==> src/rtl/tmr_chk_pkg.sv <==
package tmr_chk_pkg;
   typedef enum logic [2:0] {
      FC_OK    = 3'd0,
      FC_MOD_A = 3'd1,
      FC_MOD_B = 3'd2,
      FC_MOD_C = 3'd3,
      FC_VOTER = 3'd4,
      FC_CHAIN = 3'd5
   } fault_code_e;
endpackage

==> src/rtl/tmr_stream_judge.sv <==
module tmr_stream_judge
   import tmr_chk_pkg::*;
#(
   parameter int NUM_FN = 2,
   parameter int W      = 4
) (
   input  logic                clk,
   input  logic                rst_n,
   input  logic                restart,
   input  logic                take,
   input  logic                sdi,
   output logic [NUM_FN*3-1:0] codes,
   output logic                valid
);
   localparam int SEG = 4 * W + 1;
   localparam int PW  = $clog2(SEG);
   localparam int FW  = (NUM_FN > 1) ? $clog2(NUM_FN) : 1;
   localparam int OFA = SEG - 1;
   localparam int OFB = SEG - 1 - W;
   localparam int OFC = SEG - 1 - 2 * W;
   localparam int OFV = SEG - 1 - 3 * W;

   logic [SEG-2:0] acc;
   logic [SEG-1:0] seg_now;
   logic [PW-1:0]  pos;
   logic [FW-1:0]  fn;
   logic [W-1:0]   wa, wb, wc, wv, maj;
   logic           eq_ab, eq_bc, eq_ac, flag, flag_exp;
   fault_code_e    verdict;

   assign seg_now = {acc, sdi};

   always_comb begin
      wa       = seg_now[OFA -: W];
      wb       = seg_now[OFB -: W];
      wc       = seg_now[OFC -: W];
      wv       = seg_now[OFV -: W];
      flag     = seg_now[0];
      eq_ab    = (wa == wb);
      eq_bc    = (wb == wc);
      eq_ac    = (wa == wc);
      maj      = (eq_ab || eq_ac) ? wa : wb;
      flag_exp = !(eq_ab && eq_bc);
      if (!eq_ab && !eq_bc && !eq_ac)        verdict = FC_CHAIN;
      else if (wv != maj || flag != flag_exp) verdict = FC_VOTER;
      else if (wa != maj)                     verdict = FC_MOD_A;
      else if (wb != maj)                     verdict = FC_MOD_B;
      else if (wc != maj)                     verdict = FC_MOD_C;
      else                                    verdict = FC_OK;
   end

   always_ff @(posedge clk) begin
      if (!rst_n || restart) begin
         acc   <= '0;
         pos   <= '0;
         fn    <= '0;
         codes <= '0;
         valid <= 1'b0;
      end else if (take) begin
         acc <= seg_now[SEG-2:0];
         if (pos == PW'(SEG - 1)) begin
            pos                        <= '0;
            codes[int'(fn) * 3 +: 3]   <= verdict;
            fn                         <= fn + 1'b1;
            if (fn == FW'(NUM_FN - 1)) valid <= 1'b1;
         end else begin
            pos <= pos + 1'b1;
         end
      end
   end
endmodule

==> config.mk <==
export PLATFORM = sky130hd
export DESIGN_NAME = tmr_stream_judge
export DESIGN_NICKNAME = d
export VERILOG_FILES = /design/src/rtl/tmr_chk_pkg.sv /design/src/rtl/tmr_stream_judge.sv
export SDC_FILE = /design/constraint.sdc
export NUM_CORES = 1
export LEC_CHECK = 0
export ABC_AREA = 1
export BUFFER_PORTS_ARGS = -buffer_cell sky130_fd_sc_hd__buf_2
export CORE_ASPECT_RATIO = 1.5
export CORE_MARGIN = 3
export CORE_UTILIZATION = 62
export DETAILED_ROUTE_END_ITERATION = 6
export MAX_ROUTING_LAYER = met4
export PLACE_DENSITY = 0.82
export RECOVER_POWER = 25
export SLEW_MARGIN = 20
export SYNTH_ARGS = -nofsm -noshare
export SYNTH_HDL_FRONTEND = slang
export SYNTH_SLANG_ARGS = --single-unit
==> constraint.sdc <==
create_clock -name clk -period 2.7 [get_ports clk]
set_clock_uncertainty 0.1 [all_clocks]
set_input_delay 0.135 -clock clk [delete_from_list [all_inputs] [get_ports clk]]
set_output_delay 0.135 -clock clk [all_outputs]
set_load 0.05 [all_outputs]
==> results of run 1 <==
state kept, by name, indices dropped and copies added, names as in the netlist:
name / flops
acc: 16
codes: 6
fn: 1
pos: 5
valid: 1
final timing paths:
check             startpoint        to  slack [ns]  cells after the start
setup / recovery     acc[13]  codes[2]        0.85                     13
hold / removal          take    acc[2]        0.15                      2
setup reg to reg     acc[13]  codes[2]        0.85                     13
hold reg to reg     codes[5]  codes[5]        0.35                      2
layer usage:
layer	up-vias	GRT usage, %	part of all wire [%]
met4	0	8.541	2.2
met2	18	42.31	53
met1	567	25.94	41
met5	-	-	0
met3	8	7.671	3.8
li1	694	-	-
layout make-up:
| cell class | instances | area [sq um] |
|---|---|---|
| repair buffers | 13 | 71.32 |
| clock buffers | 8 | 48.80 |
| inverters | 29 | 108.9 |
| flip-flops and latches | 29 | 580.6 |
| well taps | 22 | 27.53 |
| multi-input cells | 145 | 757.0 |
| fillers | 167 | 533.0 |
Yosys cell counts:
library cell,n
a21oi_1,21
buf_1,1
clkbuf_1,4
dfxtp_1,29
ha_1,2
inv_1,26
inv_2,3
nand2_1,42
nand2_2,5
nand2_4,1
nand3_1,18
nand3b_1,2
nand4_1,1
nor2_1,16
nor2_2,1
nor2_8,2
nor3_1,2
nor3b_1,1
o21a_1,1
o21ai_0,18
o21ai_1,3
xnor2_1,7
xor2_1,2
power groups by stage:
stage | registers (uW) | logic, uW | clock network [uW]
after floorplan | 454 | 102 | 0
after global placement | 457 | 123 | 0
after detailed placement | 457 | 125 | 0
after CTS | 447 | 128 | 256
after global routing | 449 | 145 | 276
final | 447 | 128 | 249
per-stage QoR:
stage | cells | total power [uW] | area, sq um | setup WS, ns
2_1_floorplan | 208 | 556.7 | 1465 | 1.108
3_3_place_gp | 237 | 579.6 | 1536 | 0.9094
3_5_place_dp | 237 | 582.9 | 1536 | 0.8640
4_1_cts | 246 | 831.3 | 1595 | 0.8583
5_1_grt | 246 | 870.1 | 1594 | 0.6810
6_report | 246 | 824.7 | 1594 | 0.8522
worst max-delay path: cells and delay by family, from the launching register on:
kind / cells / cell delay (ns)
buffers and inverters: 2 / 0.13
and+or+nand+nor: 10 / 0.91
DFF: 1 / 0.43
AOI/OAI and AO/OA: 1 / 0.17
cells in the final DEF (no fill, tap or decap), types with 5 or more instances in the layout:
cell and count:
a21oi_1 21, buf_2 10, clkbuf_4 5, dfxtp_1 29, inv_1 26, nand2_1 42, nand2_2 5, nand3_1 18
nor2_1 16, o21ai_0 18, xnor2_1 7
kinds of logic after synthesis:
logic type	count (synthesis)	share of synthesized area, %
AOI/OAI and AO/OA	43	14.86
xor gates and xnor gates	9	5.380
adders and majority gates	2	1.708
buffers and inverters	34	8.710
DFF	29	39.62
and+or+nand+nor	91	29.72
==> results.md, run 1 <==
- # Max-Cap Violations: 0
- Io pins: 12
- Largest area contributor in the netlist: dfxtp_1
- Largest net degree at the start of global routing: 32
- Pwr/cell area: 517.4 nW/um^2
- Worst path cell trace: inv_2 -> nand2_2 -> nand2_2 -> nor2_8 -> nand2_4 -> nand2_2 -> nand2_1 -> nand2_1 -> nand2_1 -> nor2_2 -> nand3_1 -> o21ai_1 -> inv_1
- Slew HR: 70.43%
- Slew Limit Fails: 0
- Top cells by area, synth: dfxtp_1 (40%), nand2_1 (11%), a21oi_1 (7.2%)
- Register area share after synthesis: 39.62%
- Worst hold path class: in2reg
- P_int: 585.6 uW
- Peak supply drop: 510.9 uV
- Final min period: 1.848 ns
- Crit-path max cell delay: 0.43 ns
- Number of global-route vias before repair: 1248
- Post-DP HPWL: 2.259 mm
- Net Sw Frac: 28.99%
- Drt total wl: 3.041 mm
- Clk_lat worst skew: 0.33 ns
- Combinational group share of total power: 15.5%
- Crit path capture type: flip-flop
- Fmax: 541.2 MHz
- FF+latch count, synth: 29
- Die area: 2994 sq um
- Synth Net Count: 215
- Std cell rows: 20
- Worst path required time: 2.83 ns
- Die W: 45.69 um
- Post-Syn Area: 1465 sq um
- Htree depth: 2
- Sequential power share: 54.2%
- Area Overhead vs Synth: 8.796%
- CTS tree: yes
- Avg WL per Cell: 12.36 um
- Warnings from Yosys: 0
- Drt first pass iters: 4
- Post-CTS sizing: 0
- Buffers added on ports: 11
- Worst setup path class: reg2reg
- Syn Inst Count: 208
- Sw power: 239.1 uW
- Total gr overflow: 0
- CORE AREA: 2127 sq um
- Worst hold margin: 0.1491 ns
- Average cell area after synthesis: 7.044 sq um
- Status: finished, final reports clean
- RSZ-0062 raised after global routing: false
- Gpl congestion: 0.9369
- DRT iter0 DRCs: 40
- Max clock buf depth: 2
- Fin util: 74.94%
- Initial antenna violation count: 0
- Hold_buf cts: 1
- Tot GR Track Use: 24.72%
- Share of layout cells above drive strength 1: 12.50%
- Antenna Cells: 0
- First-pass GRT wire length: 5.285 mm
- Startpoint types: flip-flop
- Setup repair bufs after CTS: 0
- CP max-delay cell: dfxtp_1
- Worst-margin pin slew: 0.4435 ns
- Fin nets: 230
- Leakage power: 0.0006959 uW
- Clock root buffer: clkbuf_4
- Distinct cells, synth: 23
- Post-route ant nets: 0
- Clk slew on worst S/H paths: 0.09 ns
- Final setup vio count: 0
- Fin Setup TNS: 0 ns
- Share of the synthesized area in the top cell type: 39.62%
- DR vias: 1287
- CTS sink cnt: 29
- Final hold viol count: 0
- CP Max Fanout: 8
- Clk network pwr share: 30.3%
- Die Y: 65.54 um
- Via density per instance: 5.232
- DRC Markers: 0
- Final worst-path cycle share: 68.44%
- Starting Density: 68.88%
- Total CTS buffers: 5
- Worst Path Arrival: 1.98 ns
Power figures use the tool's default switching activity.
==> inputs of run 2 (changes only) <==
--- a/config.mk
+++ b/config.mk
@@ -9,10 +9,10 @@
 export BUFFER_PORTS_ARGS = -buffer_cell sky130_fd_sc_hd__buf_2
 export CORE_ASPECT_RATIO = 1.5
 export CORE_MARGIN = 3
-export CORE_UTILIZATION = 62
+export CORE_UTILIZATION = 58
 export DETAILED_ROUTE_END_ITERATION = 6
 export MAX_ROUTING_LAYER = met4
-export PLACE_DENSITY = 0.82
+export PLACE_DENSITY = 0.78
 export RECOVER_POWER = 25
 export SLEW_MARGIN = 20
 export SYNTH_ARGS = -nofsm -noshare
==> constraint.sdc (replaced) <==
create_clock -name clk -period 1.8 [get_ports clk]
set_clock_uncertainty 0.1 [all_clocks]
set_input_delay 0.09 -clock clk [delete_from_list [all_inputs] [get_ports clk]]
set_output_delay 0.09 -clock clk [all_outputs]
set_load 0.05 [all_outputs]
==> results.md, run 2 (synthesis results as in run 1) <==
- Share of layout cells above drive strength 1: 32.03% (+20 points)
- Placed inst area: 1553 sq um (+1.1%)
- Leading cell types in the layout, fill and taps excluded: nand2_1 (30), inv_1 (20), a21oi_1 (20)
- DRT iter0 DRCs: 63 (+57%)
- Final hold viol count: 0 (unchanged)
- Crit path capture type: flip-flop
- Worst Hold Depth: 3 (+1)
- Slew Limit Fails: 0 (unchanged)
- Fin nets: 238 (+3.5%)
- R2r setup slk: -0.0007 ns (-0.85 ns)
- Final worst-path cycle share: 100.0% (+32 points)
- Post-route cell area: 1804 sq um (+13%)
- DR vias: 1434 (+11%)
- Hold Path Origin: take
- Fmax: 555.4 MHz (+2.6%)
- Non-Filler Instances: 254 (+3.3%)
- First-pass GRT wire length: 5.133 mm (-2.9%)
- Die W: 47.04 um (+2.9%)
- Total gr overflow: 0 (unchanged)
- CTS tree: yes
- Worst hold path class: in2reg
- Peak supply drop: 663.5 uV (+30%)
- Area Overhead vs Synth: 23.14%
- Worst hold margin: 0.01649 ns (-0.1326 ns)
- CTS sink cnt: 29 (unchanged)
- Die Y: 67.56 um (+3.1%)
- WHS Endpoint: acc[1]
- Placement Setup Slack: 0.02173 ns (-0.8423 ns)
- Worst setup path class: reg2reg
- Post-route ant nets: 0 (unchanged)
- Clock root buffer: clkbuf_4
- Final min period: 1.801 ns (-0.04717 ns)
- Total CTS buffers: 5 (unchanged)
- R2R depth: 11 (-2)
- Std cell rows: 21 (+5.0%)
- Violated checks: negative setup slack
- Io pins: 12 (unchanged)
- Fin worst setup slack: -0.0006650 ns (-0.8528 ns)
- Gpl congestion: 0.9220 (-1.6%)
- Htree depth: 2 (unchanged)
- Starting Density: 63.37% (-5.5 points)
- CORE AREA: 2312 sq um (+8.7%)
- Most common cell after layout, fill and taps aside: nand2_1
- Antenna Cells: 0 (unchanged)
- Largest net degree at the start of global routing: 31 (-3.1%)
- Max reg flops: 16 (unchanged)
- Post-DP HPWL: 2.239 mm (-0.88%)
- Initial antenna violation count: 0 (unchanged)
- Launching point of the worst reg2reg path: acc[12]
- RSZ-0062 raised after global routing: true
- Buffers added on ports: 11 (unchanged)
- Avg WL per Cell: 14.31 um (+16%)
- Drt first pass iters: 4 (unchanged)
- Reg2reg end: codes[2]
- Leakage power: 0.0007681 uW (+10%)
- Max clock buf depth: 2 (unchanged)
- Worst-margin pin slew: 0.2926 ns (-0.1509 ns)
- Via density per instance: 5.646 (+7.9%)
- Status: complete, but fails checks
- Slew HR: 80.36% (+9.9 points)
- Clk slew on worst S/H paths: 0.09 ns (about the same)
- Final setup vio count: 1 (+1)
- DRC Markers: 0 (unchanged)
- Tot GR Track Use: 24.08% (-0.64 points)
- Placed Cells: 240 (+1.3%)
- Most flop-heavy register: acc
- Die area: 3177 sq um (+6.1%)
- Startpoint types: flip-flop
- Drt total wl: 3.636 mm (+20%)
- Number of global-route vias before repair: 1234 (-1.1%)
- Clk_lat worst skew: 0.34 ns (about the same)
- Top flop regs: acc x16, codes x6, pos x5
- Worst path required time: 1.94 ns (-0.89 ns)
- CP Max Fanout: 4 (-4)
- # Max-Cap Violations: 0 (unchanged)
- Pwr/cell area: 736.8 nW/um^2 (+42%)
- Worst Path Arrival: 1.94 ns (-0.04 ns)
## run 2: cell types whose count changed in the layout (fill, tap and decap cells not counted), sizes merged
| cell | previous run | this run |
|---|---|---|
| buf | 11 | 20 |
| clkbuf | 9 | 7 |
## run 2: worst max-delay path, cell delays in order, from the launching register on
cell and delay [ns]:
dfxtp_4 0.38, buf_4 0.14, xnor2_1 0.15, nand2_1 0.09, nor2_1 0.15, nand2_1 0.07
nand2_1 0.07, nand3_1 0.13, nor2_4 0.14, nand3_2 0.10, o21ai_1 0.12, inv_1 0.05
## run 2: cell type report
cell class / instances / area (sq um)
multi-input combinational: 145 / 864.6
sequential: 29 / 606.8
fill: 170 / 508.0
timing repair buffer: 21 / 132.6
inverter: 29 / 116.4
clock buffer: 7 / 55.05
tap: 23 / 28.78
## run 2: layer usage
layer,up-vias,wire (um),global-route usage [%]
li1,715,-,-
met1,659,1384,24.50
met2,46,1959,36.39
met3,14,141,7.467
met4,0,150,19.72
met5,-,0,-
## run 2: how the worst max path moves through the flow
stage            start        to  slack, ns  depth (start not counted)
5_1_grt         acc[9]  codes[5]      -0.08                         10
3_5_place_dp   acc[13]  codes[2]       0.02                         13
4_1_cts        acc[13]  codes[5]       0.01                         13
3_3_place_gp   acc[15]  codes[2]       0.06                         13
2_1_floorplan  acc[13]  codes[2]       0.21                         13
6_report       acc[12]  codes[2]    -0.0007                         11
## run 2: per-stage QoR
| step | setup TNS [ns] | util [%] | total power (uW) |
|---|---|---|---|
| floorplan | 0 | - | 835.0 |
| CTS | 0 | 69.97 | 1284 |
| global placement | 0 | 67.15 | 870.3 |
| finish | -0.0006650 | 78.03 | 1329 |
| detailed placement | 0 | 67.15 | 873.7 |
| global route | -0.3620 | 78.03 | 1409 |
## run 2: report_power, final
| group | total (uW) | switching, uW | internal [uW] | leakage (uW) |
|---|---|---|---|---|
| combinational | 252 | 154 | 98.0 | 0.000495 |
| clock | 406 | 222 | 184 | 0.0000314 |
| sequential | 671 | 20.1 | 651 | 0.000242 |
## run 2: repair_timing
action	4_1_cts	5_1_grt
hold buffers	1	0
gates resized for setup	0	54
endpoints found under the setup margin	0	6
buffers inserted	0	6
hold endpoints to repair	1	0
==> inputs of run 3 (changes only) <==
--- a/config.mk
+++ b/config.mk
@@ -14,6 +14,7 @@
 export MAX_ROUTING_LAYER = met4
 export PLACE_DENSITY = 0.78
 export RECOVER_POWER = 25
+export REMOVE_ABC_BUFFERS = 1
 export SLEW_MARGIN = 20
 export SYNTH_ARGS = -nofsm -noshare
 export SYNTH_HDL_FRONTEND = slang
==> results.md, run 3 (synthesis results as in run 1) <==
- Slew Limit Fails: 0 (unchanged)
- Drt first pass iters: 4 (unchanged)
- Slew HR: 77.39% (-3.0 points)
- Initial antenna violation count: 0 (unchanged)
- Avg WL per Cell: 13.09 um (-8.6%)
- DRC Markers: 0 (unchanged)
- FILL cells: 165 (-2.9%)
- Die Y: 67.56 um (unchanged)
- Std cell rows: 21 (unchanged)
- # Max-Cap Violations: 0 (unchanged)
- Drt total wl: 3.337 mm (-8.2%)
- Clk_lat worst skew: 0.33 ns (about the same)
- CTS sink cnt: 29 (unchanged)
- Max reg flops: 16 (unchanged)
- Startpoint types: flip-flop
- Placed inst area: 1553 sq um (unchanged)
- Final worst-path cycle share: 96.11% (-3.9 points)
- Most common cell after layout, fill and taps aside: nand2_1
- Gpl congestion: 0.9324 (+1.1%)
- DR vias: 1375 (-4.1%)
- Starting Density: 63.37% (unchanged)
- Worst Path Arrival: 1.86 ns (-0.08 ns)
- Final min period: 1.730 ns (-0.07074 ns)
- Die W: 47.04 um (unchanged)
- Post-route cell area: 1777 sq um (-1.5%)
- Worst path cell trace: inv_1 -> nand2_1 -> nand4_1 -> nor2_2 -> nand2_1 -> nand2_1 -> nand3_1 -> nor2_4 -> nand3_2 -> o21ai_1 -> inv_1
- Final setup vio count: 0 (-1)
- DRT iter0 DRCs: 59 (-6.3%)
- Worst hold path class: in2reg
- Clock root buffer: clkbuf_4
- Worst path required time: 1.93 ns (about the same)
- CORE AREA: 2312 sq um (unchanged)
- Launching point of the worst reg2reg path: acc[10]
- Total gr overflow: 0 (unchanged)
- CTS tree: yes
- Peak supply drop: 713.4 uV (+7.5%)
- Fin nets: 238 (unchanged)
- Top Layer Used: met4
- Via density per instance: 5.392 (-4.5%)
- WL met2: 1.786 mm (-8.8%)
- First-pass GRT wire length: 5.313 mm (+3.5%)
- Wl on met1: 1.290 mm (-6.8%)
- Clk slew on worst S/H paths: 0.09 ns (about the same)
- Tot GR Track Use: 24.66% (+0.58 points)
- Leakage power: 0.0007646 uW (-0.45%)
- Pwr/cell area: 718.2 nW/um^2 (-2.5%)
- Worst-margin pin slew: 0.3379 ns (+0.04529 ns)
- Antenna Cells: 0 (unchanged)
- Buffers added on ports: 11 (unchanged)
- Crit path capture type: flip-flop
- DR WL met3: 126 um (-11%)
- Area Overhead vs Synth: 21.26%
- Io pins: 12 (unchanged)
- CP Max Fanout: 4 (unchanged)
- Top flop regs: acc x16, codes x6, pos x5
- Largest net degree at the start of global routing: 31 (unchanged)
- Final hold viol count: 0 (unchanged)
- Post-DP HPWL: 2.303 mm (+2.9%)
- Worst setup path class: reg2reg
- Die area: 3177 sq um (unchanged)
- Post-route ant nets: 0 (unchanged)
- Fin Setup TNS: 0 ns (+0.0006650 ns)
- Htree depth: 2 (unchanged)
- Max clock buf depth: 2 (unchanged)
- CP max-delay cell: dfxtp_2
- Worst setup startpoint: acc[10]
- Crit-path max cell delay: 0.36 ns (-0.02 ns)
- Fmax: 578.1 MHz (+4.1%)
- Most flop-heavy register: acc
- Number of global-route vias before repair: 1277 (+3.5%)
- Leading cell types in the layout, fill and taps excluded: nand2_1 (32), a21oi_1 (21), inv_1 (20)
- RSZ-0062 raised after global routing: true
- Status: finished, final reports clean
- Hold Path Origin: take
- Share of layout cells above drive strength 1: 29.74% (-2.3 points)
- Most used cell, CP: nand2_1
- Total CTS buffers: 5 (unchanged)
run 3: power by group:
group / leakage (uW) / internal, uW / switching, uW
Combinational: 0.000495 / 96.8 / 147
Sequential: 0.000243 / 648 / 19.2
Clock: 0.0000265 / 155 / 210
Total: 0.000765 / 900 / 376
run 3: area by class of cell:
type / instances / area, sq um / share of cell area (%)
multi-input cells: 145 / 837.1 / 47.11
flip-flops and latches: 29 / 615.6 / 34.65
repair buffers: 21 / 132.6 / 7.465
inverters: 29 / 113.9 / 6.408
well taps: 23 / 28.78 / 1.620
clock buffers: 8 / 48.80 / 2.746
run 3: critical path: cells and delay by family, from the launching register on:
kind / cells / cell delay [ns]
simple gates: 8 / 0.89
flops: 1 / 0.36
compound gates: 1 / 0.14
buf+inv: 2 / 0.13
run 3: repair_timing:
action,CTS,global route
setup buffers,0,6
resized for setup,0,50
setup endpoints to repair,0,6
endpoints found under the hold margin,1,0
hold buffers,1,0
run 3: worst paths after layout:
kind | cells past startpoint | to | slack [ns]
worst max-delay path | 11 | codes[2] | 0.07
worst max register to register | 11 | codes[2] | 0.07
worst min register to register | 2 | codes[3] | 0.36
worst min-delay path | 3 | acc[1] | 0.03
run 3: layer usage:
layer | global-route usage [%] | vias up
li1 | - | 717
met1 | 22.50 | 612
met2 | 42.35 | 34
met3 | 7.733 | 12
met4 | 15.22 | 0
met5 | - | -
run 3: stage by stage:
step | total power (uW) | hold WS [ns] | cells | util, % | worst slack, ns
final | 1276 | 0.02810 | 255 | 76.84 | 0.07007
after CTS | 1249 | 0.01022 | 249 | 69.70 | 0.005393
after global placement | 870.5 | 0.2861 | 240 | 67.15 | 0.05331
after global routing | 1357 | 0.02642 | 255 | 76.84 | -0.1277
after detailed placement | 876.4 | 0.2885 | 240 | 67.15 | 0.02159
after floorplan | 826.8 | 0.08135 | 203 | - | 0.2076
